`config.mk`:
```
export PLATFORM = sky130hd
export DESIGN_NAME = gf_input_filter
export DESIGN_NICKNAME = d
export VERILOG_FILES = /design/src/rtl/gf_pkg.sv /design/src/rtl/gf_tick_gen.sv /design/src/rtl/gf_cfg_regs.sv /design/src/rtl/gf_chan_filter.sv /design/src/rtl/gf_input_filter.sv
export SDC_FILE = /design/constraint.sdc
export NUM_CORES = 1
export LEC_CHECK = 0
export BUFFER_PORTS_ARGS = -buffer_cell sky130_fd_sc_hd__buf_2
export CORE_ASPECT_RATIO = 1.75
export CORE_MARGIN = 1
export CORE_UTILIZATION = 56
export CTS_BUF_LIST = sky130_fd_sc_hd__clkbuf_16
export DETAILED_ROUTE_END_ITERATION = 10
export PLACE_DENSITY = 0.75
export SLEW_MARGIN = 20
export SYNTH_ARGS = -nofsm -noshare
export SYNTH_HDL_FRONTEND = slang
export SYNTH_SLANG_ARGS = --single-unit
```
`constraint.sdc`:
```
create_clock -name clk -period 3.6 [get_ports clk]
set_input_delay 0.36 -clock clk [delete_from_list [all_inputs] [get_ports clk]]
set_output_delay 0.36 -clock clk [all_outputs]
set_load 0.1 [all_outputs]
```
`src/rtl/gf_pkg.sv`:
```
`timescale 1ns/1ps
package gf_pkg;
    typedef logic [4:0] gf_addr_t;
    localparam int OFS_PORT0  = 'h00;
    localparam int OFS_CLEAR  = 'h07;
    localparam int OFS_IVL0   = 'h08;
    localparam int OFS_MASK0  = 'h0C;
    localparam int CLR_RELOAD = 0;
    localparam int CLR_FLUSH  = 1;
endpackage

```
`src/rtl/gf_tick_gen.sv`:
```
`timescale 1ns/1ps
module gf_tick_gen #(
    parameter int TICK_DIV = 10
) (
    input  logic clk_i,
    input  logic rst_ni,
    input  logic restart_i,
    output logic tick_o
);
    localparam int PW = (TICK_DIV > 1) ? $clog2(TICK_DIV) : 1;
    localparam logic [PW-1:0] LAST = PW'(TICK_DIV - 1);

    typedef struct packed {
        logic [PW-1:0] presc;
    } st_t;

    st_t st_d, st_q;

    always_comb begin
        st_d   = st_q;
        tick_o = (st_q.presc == LAST);
        if (restart_i || tick_o) st_d.presc = '0;
        else                     st_d.presc = st_q.presc + PW'(1);
    end

    always_ff @(posedge clk_i or negedge rst_ni) begin
        if (!rst_ni) st_q <= '0;
        else         st_q <= st_d;
    end

    generate
        if (TICK_DIV > 1) begin : g_chk
            // ticks are never back to back
            a_r7_tick_gap: assert property (@(posedge clk_i) disable iff (!rst_ni)
                tick_o |=> !tick_o);
            // a restart puts the next tick a full period away
            a_r7_restart_quiet: assert property (@(posedge clk_i) disable iff (!rst_ni)
                restart_i |=> !tick_o);
        end
    endgenerate
endmodule

```
`src/rtl/gf_cfg_regs.sv`:
```
`timescale 1ns/1ps
module gf_cfg_regs
    import gf_pkg::*;
#(
    parameter int NUM_CH = 24,
    parameter int IVL_W  = 20
) (
    input  logic              clk_i,
    input  logic              rst_ni,
    input  logic              wr_en_i,
    input  gf_addr_t          wr_addr_i,
    input  logic [7:0]        wr_data_i,
    output logic [NUM_CH-1:0] mask_o,
    output logic [IVL_W-1:0]  stage_o,
    output logic [IVL_W-1:0]  active_o,
    output logic              reload_o,
    output logic              flush_o
);
    typedef struct packed {
        logic [NUM_CH-1:0] mask;
        logic [IVL_W-1:0]  stage;
        logic [IVL_W-1:0]  active;
    } st_t;

    st_t st_d, st_q;
    logic clr_hit;

    always_comb begin
        st_d     = st_q;
        clr_hit  = wr_en_i && (wr_addr_i == gf_addr_t'(OFS_CLEAR));
        reload_o = clr_hit && wr_data_i[CLR_RELOAD];
        flush_o  = clr_hit && wr_data_i[CLR_FLUSH];
        if (reload_o) st_d.active = st_q.stage;
        if (wr_en_i) begin
            for (int i = 0; i < IVL_W; i++) begin
                if (wr_addr_i == gf_addr_t'(OFS_IVL0 + i / 8))
                    st_d.stage[i] = wr_data_i[3'(i % 8)];
            end
            for (int i = 0; i < NUM_CH; i++) begin
                if (wr_addr_i == gf_addr_t'(OFS_MASK0 + i / 8))
                    st_d.mask[i] = wr_data_i[3'(i % 8)];
            end
        end
    end

    always_ff @(posedge clk_i or negedge rst_ni) begin
        if (!rst_ni) st_q <= '0;
        else         st_q <= st_d;
    end

    assign mask_o   = st_q.mask;
    assign stage_o  = st_q.stage;
    assign active_o = st_q.active;

    // active interval moves only on a reload write
    a_r5_active_held: assert property (@(posedge clk_i) disable iff (!rst_ni)
        !reload_o |=> $stable(active_o));
    // staging writes alone never disturb the active value
    a_r5_stage_isolated: assert property (@(posedge clk_i) disable iff (!rst_ni)
        (wr_en_i && !reload_o) |=> (active_o == $past(active_o)));
endmodule

```
`src/rtl/gf_chan_filter.sv`:
```
`timescale 1ns/1ps
module gf_chan_filter #(
    parameter int IVL_W = 20
) (
    input  logic             clk_i,
    input  logic             rst_ni,
    input  logic             raw_i,
    input  logic             en_i,
    input  logic [IVL_W-1:0] ivl_i,
    input  logic             tick_i,
    input  logic             flush_i,
    output logic             out_o
);
    typedef struct packed {
        logic             s1;
        logic             s2;
        logic             out;
        logic [IVL_W-1:0] cnt;
    } st_t;

    st_t st_d, st_q;
    logic [IVL_W:0] cnt_inc;
    logic           bypass;

    always_comb begin
        st_d    = st_q;
        st_d.s1 = raw_i;
        st_d.s2 = st_q.s1;
        cnt_inc = {1'b0, st_q.cnt} + 1'b1;
        bypass  = !en_i || (ivl_i == '0);
        if (flush_i || bypass) begin
            st_d.out = st_q.s2;
            st_d.cnt = '0;
        end else if (st_q.s2 == st_q.out) begin
            st_d.cnt = '0;
        end else if (tick_i) begin
            if (cnt_inc >= {1'b0, ivl_i}) begin
                st_d.out = st_q.s2;
                st_d.cnt = '0;
            end else begin
                st_d.cnt = cnt_inc[IVL_W-1:0];
            end
        end
    end

    always_ff @(posedge clk_i or negedge rst_ni) begin
        if (!rst_ni) st_q <= '0;
        else         st_q <= st_d;
    end

    assign out_o = st_q.out;

    // a filtered channel only moves on a tick
    a_r3_moves_on_tick: assert property (@(posedge clk_i) disable iff (!rst_ni)
        (en_i && ivl_i != '0 && !flush_i && !tick_i) |=> $stable(out_o));
    // agreement holds the output and zeroes the count
    a_r4_agree_restarts: assert property (@(posedge clk_i) disable iff (!rst_ni)
        (en_i && ivl_i != '0 && !flush_i && st_q.s2 == st_q.out) |=> ($stable(out_o) && st_q.cnt == '0));
    // flush discards the pending count
    a_r8_flush_clears: assert property (@(posedge clk_i) disable iff (!rst_ni)
        flush_i |=> (st_q.cnt == '0));
endmodule

```
`src/rtl/gf_input_filter.sv`:
```
`timescale 1ns/1ps
module gf_input_filter
    import gf_pkg::*;
#(
    parameter int NUM_CH   = 24,
    parameter int IVL_W    = 20,
    parameter int TICK_DIV = 10
) (
    input  logic              clk,
    input  logic              rst_n,
    input  logic [NUM_CH-1:0] raw_in,
    input  logic              wr_en,
    input  logic [4:0]        wr_addr,
    input  logic [7:0]        wr_data,
    input  logic [4:0]        rd_addr,
    output logic [7:0]        rd_data
);
    logic [NUM_CH-1:0] mask;
    logic [NUM_CH-1:0] filt;
    logic [IVL_W-1:0]  stage_ivl;
    logic [IVL_W-1:0]  active_ivl;
    logic              reload;
    logic              flush;
    logic              tick;

    gf_cfg_regs #(.NUM_CH(NUM_CH), .IVL_W(IVL_W)) u_regs (
        .clk_i     (clk),
        .rst_ni    (rst_n),
        .wr_en_i   (wr_en),
        .wr_addr_i (wr_addr),
        .wr_data_i (wr_data),
        .mask_o    (mask),
        .stage_o   (stage_ivl),
        .active_o  (active_ivl),
        .reload_o  (reload),
        .flush_o   (flush)
    );

    gf_tick_gen #(.TICK_DIV(TICK_DIV)) u_tick (
        .clk_i     (clk),
        .rst_ni    (rst_n),
        .restart_i (reload),
        .tick_o    (tick)
    );

    generate
        for (genvar c = 0; c < NUM_CH; c++) begin : g_ch
            gf_chan_filter #(.IVL_W(IVL_W)) u_ch (
                .clk_i   (clk),
                .rst_ni  (rst_n),
                .raw_i   (raw_in[c]),
                .en_i    (mask[c]),
                .ivl_i   (active_ivl),
                .tick_i  (tick),
                .flush_i (flush),
                .out_o   (filt[c])
            );
        end
    endgenerate

    always_comb begin
        rd_data = '0;
        for (int i = 0; i < NUM_CH; i++) begin
            if (rd_addr == gf_addr_t'(OFS_PORT0 + i / 8)) rd_data[3'(i % 8)] = filt[i];
            if (rd_addr == gf_addr_t'(OFS_MASK0 + i / 8)) rd_data[3'(i % 8)] = mask[i];
        end
        for (int i = 0; i < IVL_W; i++) begin
            if (rd_addr == gf_addr_t'(OFS_IVL0 + i / 8)) rd_data[3'(i % 8)] = stage_ivl[i];
        end
    end

    // outputs sit at zero on the first cycle out of reset
    a_r1_reset_quiet: assert property (@(posedge clk) disable iff (!rst_n)
        $rose(rst_n) |-> (filt == '0));
endmodule

```
==> impl_results.md, run 1 <==
* Status: complete, but fails checks
* Failing checks: design-rule violations, negative setup slack
* Final setup viols at 37
* RSZ-0062 raised after global routing: yes
* Crit Path Category: register to register
* Final worst slack at -127 ps
* Diodes inserted at 0
* WP data arrival at ~4200 ps
* Vias in the first global route at 21425
* Area share of the largest cell type after synthesis at 35.9%
* DP Area at between 20000 and 25000 um2
* Hold Crit Class: input port to register
* # DRC at 4
* EDFF count, synth at 0
* Number of DRC markers in iteration 0 at 1405
* DRT Pass-1 Iters at 10
* Synthesized area per cell at 8.87 um2
* Clk Latency, worst-skew pair at 540 ps
* Simple-gate portion of the synthesized area at 24.6%
* Clock buffer depth at 3
* Number of vias per cell at around 6.6
* Layout cells sized above 1 at 23.8%
* Post-synth ARST share at 100%
* Worst Hold Launch: wr_data[2]
* Final Hold Fails at 0
* Largest cells by area after synthesis: dfrtp_1 (36%), ha_1 (9.0%), nand2_1 (4.6%)
* First-pass GRT wire length at 104 mm
* Vias post-DR at 21471
* Sequential share of the synthesized area at a little over a third
* DRT Wirelength at 68.0 mm
* Max cap viols at 0
* Crit path time final at ~3700 ps
* Reg-to-reg slack, setup at -130 ps
* Compound-cell area share of the yosys netlist at 17.0%
* Wire per inst at 20.8 um
* Antenna viol nets, final at 0
* Synth warnings at 0
* Synth Area in XOR/XNOR at under 10%
* Worst endpoint required time at 4040 ps
* Most common cell after layout, fill and taps aside: dfrtp_1
* Syn Std Cell Area at 22000 um2
* Maximum fanout along the worst path at 6
* Row Count at 95
* Core area at 38600 um2
* Die Ht at 264 um
* Commonest cells after routing, fill and taps aside: dfrtp_1 (300), buf_4 (271), nand2_1 (264), nor2_1 (178), ha_1 (148)
* Die Wd at 152 um
* CTS buffer count at 34
* Setup TNS Final at -1910 ps
* Worst Tran Pin Value at 1100 ps
* Design area at 27200 um2
* WHS Path Cells at 2
* FF-to-FF path depth at 14
* Leading area contributor after synthesis: dfrtp_1
* CP Launch Type: register
* Full die area at roughly 40000 um2
* R2r startpoint: g_ch[2].u_ch.st_q[1]$_DFFE_PN0P_
* CTS Root Cell: clkbuf_16
* Worst clock skew at between 20 and 30 ps
* Worst Hold End: u_regs.stage_o[2]$_DFFE_PN0P_
* Htree depth at 2
* Fmax at 0.268 GHz
* Multiplexer share of the synthesized area at 2.79%
* Worst slew margin at 26.6%
* Starting Density at 57.0%
* CTS tree: yes
* Layout Nets at 2960
* Clock transition at path regs at 70 ps
* Main combinational cell family by area after synthesis: simple AND/OR/NAND/NOR gates
* Netlist cell types at 96
* Synth Register Bits at 316
* Synth Area in Adders at between 8 and 9%
* IO buf count at 32
* Area Growth Syn to Fin at 23.7%
* Overflow after GRT at 0
* Main flop type after synthesis: dfrtp_1
* Worst flop-to-flop path endpoint: g_ch[2].u_ch.st_q[5]$_DFFE_PN0P_
* Syn Inst Count at 2485
* Max-slew violation count at 0
* Post-layout util at 70.5%
* Routability cong. at 0.947
* CP endpoint kind: register
* Total track usage at 31.8%
* Sink Count at roughly 320
* Initial antenna violation count at 0
* VDD IR max at about 0.00048 V
* Top Ports at 53
* Largest net degree at the start of global routing at 80
* Pleak at 0.0125 uW
* Tcrit/Tclk final at 104%
* Pwr/cell area at ~400 nW/um2
* HPWL after DPL at between 40 and 50 mm
[power by group]
group,total [uW],internal [uW],switching [uW]
registers,4050,3770,285
clock network,3540,1990,1550
logic,3360,1250,2100
total,10900,7010,3940
[critical path: stages (launching register included)]
cell and delay [ps]:
dfrtp_2 400, nand4_1 260, nor2_2 200, buf_4 120
buf_4 100, nand3_2 110, nor2_4 190, and3_4 220
xor2_2 180, ha_1 280, a2111oi_2 380, o21ai_1 170
or4b_4 570, nand2b_4 240, o31ai_2 220
[metrics by stage]
| stage | cells | setup WS (ps) | hold WS, ps | power [uW] |
|---|---|---|---|---|
| floorplan | 2488 | 19.3 | 64.4 | 5740 |
| global placement | 3121 | -185 | 336 | 6850 |
| detailed placement | 3121 | -247 | 336 | 6980 |
| CTS | 3218 | 6.00 | 144 | 10600 |
| global route | 3264 | -260 | 162 | 11300 |
| finish | 3264 | -127 | 163 | 10900 |
[flip-flops by register name (all words and copies together), names as in the netlist]
| name | count |
|---|---|
| g_ch.u_ch.st_d | 12 |
| u_regs.active_o | 12 |
| g_ch.u_ch.out_o | 12 |
| u_regs.stage_o | 12 |
| g_ch.u_ch.st_q | 252 |
| u_tick.st_q | 4 |
| u_regs.mask_o | 12 |
[cells by family after synthesis]
group | after synthesis
multiplexers | 56
AO/OA/AOI/OAI | 538
adder cells (fa/ha/maj) | 158
AND/OR/NAND/NOR | 1059
XOR/XNOR | 188
buffers and inverters | 169
other | 1
flip-flops | 316
[cell usage after synthesis, types with 13 or more instances]
cell type	n
nor4_1	32
and2_1	19
o2111ai_1	13
and3_1	78
o21ai_0	120
a21oi_1	77
nand2_1	272
clkbuf_1	70
nor2_1	200
o31ai_1	13
a21o_1	31
o211ai_1	14
ha_1	158
a22o_1	55
nand3_1	156
xnor2_1	110
nand3b_1	16
buf_2	36
a31oi_1	66
and4_1	22
inv_1	51
nand2b_1	23
nor3_1	63
mux2_2	44
nor2b_1	29
xor2_1	78
dfrtp_1	316
nand4_1	68
[area by class of cell]
| cell class | count | area, um2 |
|---|---|---|
| Inverter | 51 | 191 |
| Clock buffer | 35 | 876 |
| Fill cell | 2732 | 11400 |
| Multi-Input combinational cell | 2003 | 14600 |
| Clock inverter | 23 | 203 |
| Sequential cell | 316 | 7930 |
| Timing Repair Buffer | 351 | 2810 |
| Tap cell | 485 | 607 |
[metal layers]
metal	global-route usage, %	part of all wire, %
met2	58.6	52
met1	33.1	36
met3	4.43	4.8
met5	0	0
met4	22.9	7.1
[worst max-delay path by stage]
stage	endpoint	slack (ps)	cells after the start	start
after CTS	g_ch[10].u_ch.st_q[15]$_DFFE_PN0P_	6	15	g_ch[10].u_ch.st_q[0]$_DFFE_PN0P_
after global routing	g_ch[19].u_ch.st_q[9]$_DFFE_PN0P_	-260	12	g_ch[19].u_ch.st_q[12]$_DFFE_PN0P_
final	g_ch[2].u_ch.st_q[5]$_DFFE_PN0P_	-130	14	g_ch[2].u_ch.st_q[1]$_DFFE_PN0P_
after global placement	g_ch[2].u_ch.st_q[5]$_DFFE_PN0P_	-180	16	g_ch[2].u_ch.st_q[1]$_DFFE_PN0P_
after detailed placement	g_ch[2].u_ch.st_q[10]$_DFFE_PN0P_	-250	16	g_ch[2].u_ch.st_q[1]$_DFFE_PN0P_
after floorplan	g_ch[3].u_ch.st_q[13]$_DFFE_PN0P_	20	15	g_ch[3].u_ch.st_q[0]$_DFFE_PN0P_
[timing repair]
action,4_1_cts,5_1_grt
setup buffers,22,42
endpoints found under the hold margin,87,0
resized for setup,53,254
hold buffers,13,0
pin swaps,20,136
setup endpoints to repair,104,241
cloned,4,4
Note: power is estimated with default switching activity, not from simulation.
==> run 2: changes to the inputs <==
--- a/config.mk
+++ b/config.mk
@@ -11,6 +11,7 @@
 export CORE_UTILIZATION = 56
 export CTS_BUF_LIST = sky130_fd_sc_hd__clkbuf_16
 export DETAILED_ROUTE_END_ITERATION = 10
+export GPL_TIMING_DRIVEN = 0
 export PLACE_DENSITY = 0.75
 export SLEW_MARGIN = 20
 export SYNTH_ARGS = -nofsm -noshare
==> constraint.sdc (replaced) <==
create_clock -name clk -period 3.15 [get_ports clk]
set_input_delay 0.315 -clock clk [delete_from_list [all_inputs] [get_ports clk]]
set_output_delay 0.315 -clock clk [all_outputs]
set_load 0.1 [all_outputs]
==> run 2 against run 1 <==
The flow still finishes with violations (design-rule violations, negative setup slack). Die area unchanged. Critical path type unchanged. Combinational power grew 52%. Core utilization grew 9.0 points. Clock power up 14%. Sequential share of layout area shrank 3.1 points. Largest power group is now combinational logic. Count of clock-buffer cells in the layout decreased by 1. Sequential power is 15% higher. Via count rose by 9.0%. Total power up 26%. Worst hold slack got worse by 44 ps.
==> impl_results.md, run 2 (synthesis gave the netlist of run 1 again) <==
* Design area at 30700 um2 (+13%)
* Clock buffer depth at 3 (unchanged)
* Most flops, register: g_ch.u_ch.st_q
* Die Wd at 152 um (unchanged)
* Sink Count at 316 (unchanged)
* IO buf count at 31 (-3.1%)
* Area Growth Syn to Fin at 39.4%
* Worst clock skew at 35.9 ps (+6.81 ps)
* Layout cells sized above 1 at 37.9% (+14 points)
* Commonest cells after routing, fill and taps aside: buf_4 (306), dfrtp_1 (255), nand2_1 (231), nor2_1 (149), ha_1 (133)
* Failing checks: design-rule violations, negative setup slack
* Clk Latency, worst-skew pair at 560 ps (+20 ps)
* Initial antenna violation count at 2 (+2)
* Die Ht at 264 um (unchanged)
* Diodes inserted at 0 (unchanged)
* Full die area at 40200 um2 (unchanged)
* Worst slew margin at 22.6% (-4.0 points)
* DP Area at 23700 um2 (-2.1%)
* Top Ports at 53 (unchanged)
* Final worst slack at -577 ps (-449 ps)
* Reg-to-reg slack, setup at -580 ps (-450 ps)
* Worst Hold End: u_regs.mask_o[10]$_DFFE_PN0P_
* Maximum fanout along the worst path at 6 (unchanged)
* CTS Root Cell: clkbuf_16
* Crit Path Category: register to register
* Setup TNS Final at -68860 ps (-66950 ps)
* Worst Hold Launch: wr_data[2]
* Worst flop-to-flop path endpoint: g_ch[0].u_ch.out_o$_DFFE_PN0P_
* Vias post-DR at 23406 (+9.0%)
* Max-slew violation count at 0 (unchanged)
* Number of DRC markers in iteration 0 at 2067 (+47%)
* Number of vias per cell at 6.82 (+3.6%)
* CP Launch Type: register
* HPWL after DPL at 43.8 mm (-6.1%)
* Overflow after GRT at 0 (unchanged)
* CP endpoint kind: register
* WP data arrival at 4180 ps (about the same)
* R2r startpoint: g_ch[0].u_ch.st_q[11]$_DFFE_PN0P_
* Htree depth at 2 (unchanged)
* DRT Wirelength at 81.3 mm (+20%)
* Antenna viol nets, final at 0 (unchanged)
* Row Count at 95 (unchanged)
* Fmax at 0.268 GHz (about the same)
* Vias in the first global route at 22902 (+6.9%)
* Total track usage at 36.6% (+4.7 points)
* Fill cells at 2110 (-23%)
* Crit path time final at 3730 ps (-0.709 ps)
* Clock transition at path regs at 80 ps (about the same)
* Setup crit start: g_ch[0].u_ch.st_q[11]$_DFFE_PN0P_
* Worst endpoint required time at 3600 ps (-440 ps)
* Tot Pwr at 13800 uW (+26%)
* Pre-CTS setup slack at -927 ps (-680 ps)
* Routability cong. at 0.937 (-1.1%)
* DRT Pass-1 Iters at 9 (-1)
* First-pass GRT wire length at 118 mm (+13%)
* Max cap viols at 0 (unchanged)
* WHS Path Cells at 2 (unchanged)
* Layout Nets at 3129 (+5.7%)
* Max reg flops at 252 (unchanged)
* Wire per inst at 23.7 um (+14%)
* Largest net degree at the start of global routing at 96 (+20%)
* # DRC at 6 (+2)
* CTS buffer count at 34 (unchanged)
* FF-to-FF path depth at 13 (-1)
* Final Hold Fails at 0 (unchanged)
* Tcrit/Tclk final at 118% (+15 points)
* VDD IR max at 0.000538 V (+12%)
* Core area at 38600 um2 (unchanged)
* Worst Tran Pin Value at 1150 ps (+55.6 ps)
* CTS tree: yes
* Hold Crit Class: input port to register
* Starting Density at 57.0% (unchanged)
* Status: complete, but fails checks
* Final setup viols at 219 (+490%)
* Pwr/cell area at 449 nW/um2 (+12%)
* RSZ-0062 raised after global routing: yes
* Most common cell after layout, fill and taps aside: buf_4
* Pleak at 0.0136 uW (+9.0%)
[run 2: cell types whose count changed in the layout (fill, tap and decap cells not counted), moves of 26 or more]
cell	previous run	this run
a21oi_1	71	30
a21oi_2	6	45
buf_4	271	306
buf_6	22	82
clkbuf_1	0	39
dfrtp_1	300	255
dfrtp_2	16	60
nand2_1	264	231
nand3_1	131	83
nand3_2	18	49
nor2_1	178	149
o21ai_0	94	50
o21ai_2	11	37
[run 2: layout make-up]
type / instances / area [um2] / share of cell area [%]
Multi-Input combinational cell: 2003 / 16500 / 53.7
Timing Repair Buffer: 423 / 3590 / 11.7
Tap cell: 485 / 607 / 1.98
Sequential cell: 316 / 7990 / 26.0
Inverter: 51 / 221 / 0.721
Clock inverter: 24 / 205 / 0.668
Clock buffer: 34 / 851 / 2.77
Buffer: 97 / 758 / 2.47
[run 2: metal layers]
metal / GRT usage, % / up-vias / share of wire (%) / wire (um)
met5: 0 / - / 0 / 0
met4: 28.8 / 0 / 9.5 / 7700
met3: 5.53 / 584 / 7.4 / 6020
met2: 64.8 / 1358 / 49 / 39700
met1: 38.9 / 11367 / 34 / 27900
li1: - / 10097 / - / -
[run 2: per-stage QoR]
stage	utilization [%]	hold WS (ps)	cells
global placement	61.0	334	3004
finish	79.5	119	3433
floorplan	-	19.4	2488
CTS	74.5	112	3335
detailed placement	61.3	286	3007
global route	79.5	115	3433
[run 2: critical path: stages, from the launching register on]
cell and delay [ps]:
dfrtp_1 580, nand3_2 250, nor3_4 310, nand2_2 160
xnor2_1 160, ha_1 350, nand4_1 160, nor3_1 310
nand3b_1 220, nor3b_2 370, nor3_4 100, buf_6 160
nor2_2 120, mux2_2 350
[run 2: how the worst max path moves through the flow]
stage / endpoint / slack [ps] / depth (start not counted)
detailed placement: g_ch[16].u_ch.st_q[19]$_DFFE_PN0P_ / -930 / 16
CTS: g_ch[19].u_ch.out_o$_DFFE_PN0P_ / -530 / 15
floorplan: g_ch[2].u_ch.st_q[15]$_DFFE_PN0P_ / -170 / 17
global placement: g_ch[1].u_ch.st_q[0]$_DFFE_PN0P_ / -4890 / 1
finish: g_ch[0].u_ch.out_o$_DFFE_PN0P_ / -580 / 13
global route: g_ch[16].u_ch.st_q[5]$_DFFE_PN0P_ / -740 / 19
[run 2: repair_timing]
item                       in CTS  in global routing
resized for setup             465                286
cloned                         20                  1
pin swaps                     227                217
buffers inserted              249                119
hold endpoints to repair       67                  0
hold buffers                   13                  0
setup endpoints to repair     252                252
[run 2: where the power goes]
group / leakage, uW / switching, uW / internal, uW
clock network: 0.000532 / 1880 / 2160
registers: 0.00415 / 355 / 4310
logic: 0.00895 / 3090 / 2010
total: 0.0136 / 5330 / 8480
